==> config.mk <==
export PLATFORM = sky130hd
export DESIGN_NAME = burst_agen
export DESIGN_NICKNAME = d
export VERILOG_FILES = /design/src/rtl/burst_agen_pkg.sv /design/src/rtl/burst_agen_beat_ctr.sv /design/src/rtl/burst_agen_seq_map.sv /design/src/rtl/burst_agen_out_reg.sv /design/src/rtl/burst_agen.sv
export SDC_FILE = /design/constraint.sdc
export NUM_CORES = 1
export LEC_CHECK = 0
export BUFFER_PORTS_ARGS = -buffer_cell sky130_fd_sc_hd__buf_2
export CAP_MARGIN = 20
export CORE_UTILIZATION = 39
export CTS_CLUSTER_DIAMETER = 120
export DETAILED_ROUTE_END_ITERATION = 6
export GPL_TIMING_DRIVEN = 0
export PLACE_DENSITY = 0.7
export SKIP_CTS_REPAIR_TIMING = 1
export SYNTH_ARGS = -nofsm -noshare
export SYNTH_HDL_FRONTEND = slang
export SYNTH_SLANG_ARGS = --single-unit
==> constraint.sdc <==
create_clock -name clk -period 1.52 [get_ports clk]
set_clock_uncertainty 0.15 [all_clocks]
set_input_delay 0.076 -clock clk [delete_from_list [all_inputs] [get_ports clk]]
set_output_delay 0.076 -clock clk [all_outputs]
set_load 0.01 [all_outputs]
==> src/rtl/burst_agen_pkg.sv <==
package burst_agen_pkg;
  typedef enum logic {
    ORDER_LINEAR     = 1'b0,
    ORDER_INTERLEAVE = 1'b1
  } order_e;
endpackage

==> src/rtl/burst_agen_beat_ctr.sv <==
module burst_agen_beat_ctr #(
  parameter int CNT_W = 2
) (
  input  logic             clk,
  input  logic             rst,
  input  logic             clk_en,
  input  logic             load,
  input  logic [CNT_W-1:0] addr_low,
  output logic [CNT_W-1:0] start_nx,
  output logic [CNT_W-1:0] beat_nx
);
  localparam logic [CNT_W-1:0] LAST_BEAT = {CNT_W{1'b1}};

  logic [CNT_W-1:0] start_q;
  logic [CNT_W-1:0] beat_q;

  always_comb begin
    start_nx = load ? addr_low : start_q;
    beat_nx  = load ? '0 : CNT_W'(beat_q + 1'b1);
  end

  always_ff @(posedge clk) begin
    if (rst) begin
      start_q <= '0;
      beat_q  <= '0;
    end else if (clk_en) begin
      start_q <= start_nx;
      beat_q  <= beat_nx;
    end
  end

  // after the last beat the counter restarts and the start value is kept
  p_wrap_restart_r7: assert property (@(posedge clk) disable iff (rst)
    (clk_en && !load && beat_q == LAST_BEAT) |=> (beat_q == '0 && $stable(start_q)));
endmodule

==> src/rtl/burst_agen_seq_map.sv <==
module burst_agen_seq_map
  import burst_agen_pkg::*;
#(
  parameter int CNT_W = 2
) (
  input  logic             order_sel,
  input  logic [CNT_W-1:0] start,
  input  logic [CNT_W-1:0] beat,
  output logic [CNT_W-1:0] low
);
  logic [CNT_W-1:0] lin_low;
  logic [CNT_W-1:0] ilv_low;
  order_e           order;

  assign order   = order_e'(order_sel);
  assign lin_low = CNT_W'(start + beat);

  for (genvar b = 0; b < CNT_W; b++) begin : g_ilv_bit
    assign ilv_low[b] = start[b] ^ beat[b];
  end

  always_comb begin
    unique case (order)
      ORDER_INTERLEAVE: low = ilv_low;
      default:          low = lin_low;
    endcase
  end
endmodule

==> src/rtl/burst_agen_out_reg.sv <==
module burst_agen_out_reg #(
  parameter int ADDR_W = 20,
  parameter int CNT_W  = 2
) (
  input  logic                    clk,
  input  logic                    rst,
  input  logic                    clk_en,
  input  logic                    load,
  input  logic [ADDR_W-CNT_W-1:0] upper_in,
  input  logic [CNT_W-1:0]        low_nx,
  input  logic [CNT_W-1:0]        beat_nx,
  output logic [ADDR_W-1:0]       acc_addr,
  output logic [CNT_W-1:0]        beat_idx
);
  localparam int UP_W = ADDR_W - CNT_W;

  logic [UP_W-1:0] upper_q;

  always_ff @(posedge clk) begin
    if (rst) begin
      upper_q  <= '0;
      acc_addr <= '0;
      beat_idx <= '0;
    end else if (clk_en) begin
      if (load) upper_q <= upper_in;
      acc_addr <= {(load ? upper_in : upper_q), low_nx};
      beat_idx <= beat_nx;
    end
  end

  // upper bits of the output agree with the held upper register
  p_upper_tracks_r4: assert property (@(posedge clk) disable iff (rst)
    clk_en |=> (acc_addr[ADDR_W-1:CNT_W] == upper_q));
endmodule

==> src/rtl/burst_agen.sv <==
module burst_agen
  import burst_agen_pkg::*;
#(
  parameter int ADDR_W = 20,
  parameter int CNT_W  = 2
) (
  input  logic              clk,
  input  logic              rst,
  input  logic              clk_en,
  input  logic              step,
  input  logic              order_sel,
  input  logic [ADDR_W-1:0] addr_in,
  output logic [ADDR_W-1:0] acc_addr,
  output logic [CNT_W-1:0]  beat_idx
);
  localparam int UP_W = ADDR_W - CNT_W;

  logic             load;
  logic [CNT_W-1:0] start_nx;
  logic [CNT_W-1:0] beat_nx;
  logic [CNT_W-1:0] low_nx;

  assign load = !step;

  burst_agen_beat_ctr #(.CNT_W(CNT_W)) ctr_i (
    .clk      (clk),
    .rst      (rst),
    .clk_en   (clk_en),
    .load     (load),
    .addr_low (addr_in[CNT_W-1:0]),
    .start_nx (start_nx),
    .beat_nx  (beat_nx)
  );

  burst_agen_seq_map #(.CNT_W(CNT_W)) map_i (
    .order_sel (order_sel),
    .start     (start_nx),
    .beat      (beat_nx),
    .low       (low_nx)
  );

  burst_agen_out_reg #(.ADDR_W(ADDR_W), .CNT_W(CNT_W)) oreg_i (
    .clk      (clk),
    .rst      (rst),
    .clk_en   (clk_en),
    .load     (load),
    .upper_in (addr_in[ADDR_W-1:CNT_W]),
    .low_nx   (low_nx),
    .beat_nx  (beat_nx),
    .acc_addr (acc_addr),
    .beat_idx (beat_idx)
  );

  // Derived start points seen at the outputs, one per order
  logic [CNT_W-1:0] acc_low;
  logic [CNT_W-1:0] lin_origin;
  logic [CNT_W-1:0] ilv_origin;
  assign acc_low    = acc_addr[CNT_W-1:0];
  assign lin_origin = CNT_W'(acc_low - beat_idx);
  assign ilv_origin = acc_low ^ beat_idx;

  // a load shows the address with beat zero one edge later
  p_load_visible_r2: assert property (@(posedge clk) disable iff (rst)
    (clk_en && !step) |=> (acc_addr == $past(addr_in) && beat_idx == '0));

  // advance increments the beat number modulo the burst length
  p_beat_step_r3: assert property (@(posedge clk) disable iff (rst)
    (clk_en && step) |=> (beat_idx == CNT_W'($past(beat_idx) + 1'b1)));

  // upper bits do not move while advancing
  p_upper_hold_r4: assert property (@(posedge clk) disable iff (rst)
    (clk_en && step) |=> $stable(acc_addr[ADDR_W-1:UP_W-UP_W+CNT_W]));

  // linear order keeps (low - beat) fixed across advances
  p_linear_origin_r5: assert property (@(posedge clk) disable iff (rst)
    (clk_en && step && order_sel == ORDER_LINEAR) |=> $stable(lin_origin));

  // interleaved order keeps (low xor beat) fixed across advances
  p_ilv_origin_r6: assert property (@(posedge clk) disable iff (rst)
    (clk_en && step && order_sel == ORDER_INTERLEAVE) |=> $stable(ilv_origin));

  // frozen clock enable holds every output
  p_freeze_r8: assert property (@(posedge clk) disable iff (rst)
    !clk_en |=> ($stable(acc_addr) && $stable(beat_idx)));
endmodule

==> out/results.ini <==
[outcome]
status = complete, but fails checks
violations = negative hold slack

[power_and_ir_drop]
powerDensity_nw_per_um2 = 791
swShare_pct = 25.3
p_sw_mw = 0.298
p_total_mw = 1.18
peakVddDrop_uv = 555
power.share.clock_pct = 22.7
p_leak_nw = 0.691
p_comb_share_pct = 19.9
p_int_mw = 0.881
power_frac_seq_pct = 57.4

[synthesis]
synthMuxAreaShare_pct = 4.53
yosysWarnings = 0
postSynthAreaPerCell_sq_um = 8.21
postSynthCellCount = 111
synth_nets = 137
synth_area_sq_um = 911
synth_top_family_by_area = simple AND/OR/NAND/NOR gates
synth_compound_area_share_pct = 12.9
synth_seq_cells = 24
yosys.area_share.simple_pct = 22.3
synth_adder_area_share_pct = 1.37
synth_seq_area_share_pct = 52.7
synth_xor_xnor_area_share_pct = 2.88
yosysUniqueCellTypes = 16

[clock_network]
clockRootBuffer = clkbuf_4
cts_max_level = 1
clock_latency_ns = 0.30
numCtsBuffers = 3
cts.sinks = 24
tritoncts = yes
clk_pin_slew_ns = 0.12
clockBufferDepth = 2

[worst_setup_path]
crit_slowest_cell = dfxtp_2
worst-path-max-fanout = 2
cp-end-kind = flop
crit_family = flip-flops
slowest_delay_ns = 0.34
critPathRequiredTime_ns = 1.60
crit_type = flop to flop
critPathLaunchType = flop
crit_chain = mux2_4 -> ha_4 -> nand2b_4 -> xnor2_2 -> xnor2_1 -> a211oi_2
cp_num_buf_inv = 0
arrival_ns = 1.52

[place]
dp_hpwl_mm = 1.48
gp_congestion = 0.650
port_buffers = 45
dp_slack_ns = -0.00196

[route]
drt-pass1-iter-count = 4
totalWireLength_mm = 2.33
routed_via_density = 4.54
drc_errors = 0
vias = 967
avgRoutedWirePerCell_um = 10.9
ant_nets = 0
drt_iter0_markers = 8

[global_routing]
grt_start_max_net_pins = 13
grt_overflow = 0
globalRouteTotalUtil_pct = 17.1
grt_pass1_vias = 776
grt_first_pass_wirelength_mm = 3.24
antenna_found_initial = 0

[layout]
drive_gt1_share_pct = 31.9
postLayoutCoreUtil_pct = 67.4
num_antenna_cells = 0
final_nets = 213
syn_to_final_growth_pct = 63.6

[timing]
slew_headroom_pct = 70.4
max_freq_mhz = 696
period_share_pct = 94.5
period_minus_slack_ns = 1.44
tns_ns = 0
worst_slack_ns = 0.0839
tightestPinTransition_ns = 0.445
slew_violations = 0
setup_viol = 0
rsz0062_at_grt = no
whs_ns = -0.000205
hold_violations = 1

[floorplan]
fp.dieW_um = 50.3
dieArea_sq_um = 2530
num_rows = 17
fp.dieH_um = 50.3
coreArea_sq_um = 2210
initial_core_util_pct = 41.2
ios = 47

[job]
max_cap_violations = 0

[hold_path]
hp-class = input port to flop

-- layer usage --
| layer | share of wire (%) | GRT usage [%] |
|---|---|---|
| met1 | 42 | 19.5 |
| met2 | 53 | 31.6 |
| met4 | 0 | 5.56 |
| met5 | 0 | 0 |
| met3 | 4.4 | 3.03 |
-- per-stage QoR --
| step | instance area (sq um) | instances |
|---|---|---|
| 3_3_place_gp | 1170 | 184 |
| 4_1_cts | 1190 | 187 |
| 2_1_floorplan | 911 | 111 |
| 3_5_place_dp | 1170 | 184 |
| 5_1_grt | 1490 | 213 |
| 6_report | 1490 | 213 |
-- worst register-to-register path: stages (launching register included) --
cell and delay [ns]:
dfxtp_2 0.34, mux2_4 0.27, ha_4 0.17, nand2b_4 0.06, xnor2_2 0.11, xnor2_1 0.10, a211oi_2 0.17
-- path summary, 6_finish.rpt --
path	start	to	slack [ns]	cells after the start
max	ctr_i.start_q[0]	oreg_i.acc_addr[1]	0.08	6
min	clk_en	oreg_i.acc_addr[1]	-0.0002	3
min reg2reg	oreg_i.upper_q[16]	oreg_i.upper_q[16]	0.31	2
max reg2reg	ctr_i.start_q[0]	oreg_i.acc_addr[1]	0.08	6
-- flip-flops by register name, indices dropped and copies added (netlist names) --
signal           count
oreg_i.upper_q      18
oreg_i.acc_addr      2
ctr_i.start_q        2
ctr_i.beat_q         2
-- layout make-up --
| class | count | area, sq um |
|---|---|---|
| buffer | 7 | 30.0 |
| clock buffer | 3 | 22.5 |
| fill | 178 | 722 |
| multi-input combinational | 80 | 434 |
| sequential | 24 | 483 |
| tap | 28 | 35.0 |
| timing repair buffer | 71 | 485 |
-- power groups by stage --
stage / Clock, mW / Combinational (mW) / Sequential (mW)
final: 0.268 / 0.234 / 0.676
after global routing: 0.296 / 0.259 / 0.680
after CTS: 0.280 / 0.173 / 0.675
after detailed placement: 0 / 0.173 / 0.689
after global placement: 0 / 0.166 / 0.688
after floorplan: 0 / 0.0795 / 0.703
-- Yosys cell counts (all sizes together) --
cell type	number	area, sq um
nand2b	3	18.8
nand2	41	154
buf	3	15.0
and2b	1	7.51
xnor2	2	17.5
clkbuf	4	15.0
nor2b	1	6.26
dfxtp	24	480
mux2i	3	30.0
ha	1	12.5
nand3	1	5.00
xor2	1	8.76
a211oi	1	12.5
a21oi	21	105
nor2	3	11.3
mux2	1	11.3
-- kinds of logic (layout without fill, tap and decap cells) --
family	Yosys count	in the layout
and+or+nand+nor	50	50
AOI/OAI and AO/OA	22	22
xor gates and xnor gates	3	3
muxes	4	4
DFF	24	24
adders and majority gates	1	1
buffers and inverters	7	81
-- placed cells by master, fill, tap and decap left out --
master / netlist / final
a211oi_2: 1 / 1
a21oi_1: 21 / 21
and2b_1: 1 / 1
buf_2: 3 / 48
clkbuf_1: 4 / 4
clkbuf_4: 0 / 3
dfxtp_1: 24 / 22
dfxtp_2: 0 / 2
dlygate4sd3_1: 0 / 26
ha_4: 0 / 1
mux2_4: 0 / 1
mux2i_1: 3 / 3
nand2_1: 41 / 41
nand2b_1: 3 / 2
nand2b_4: 0 / 1
nand3_1: 1 / 1
nor2_1: 3 / 3
nor2b_2: 0 / 1
xnor2_1: 2 / 1
xnor2_2: 0 / 1
xor2_1: 1 / 1
(Power assumes the default switching activity.)
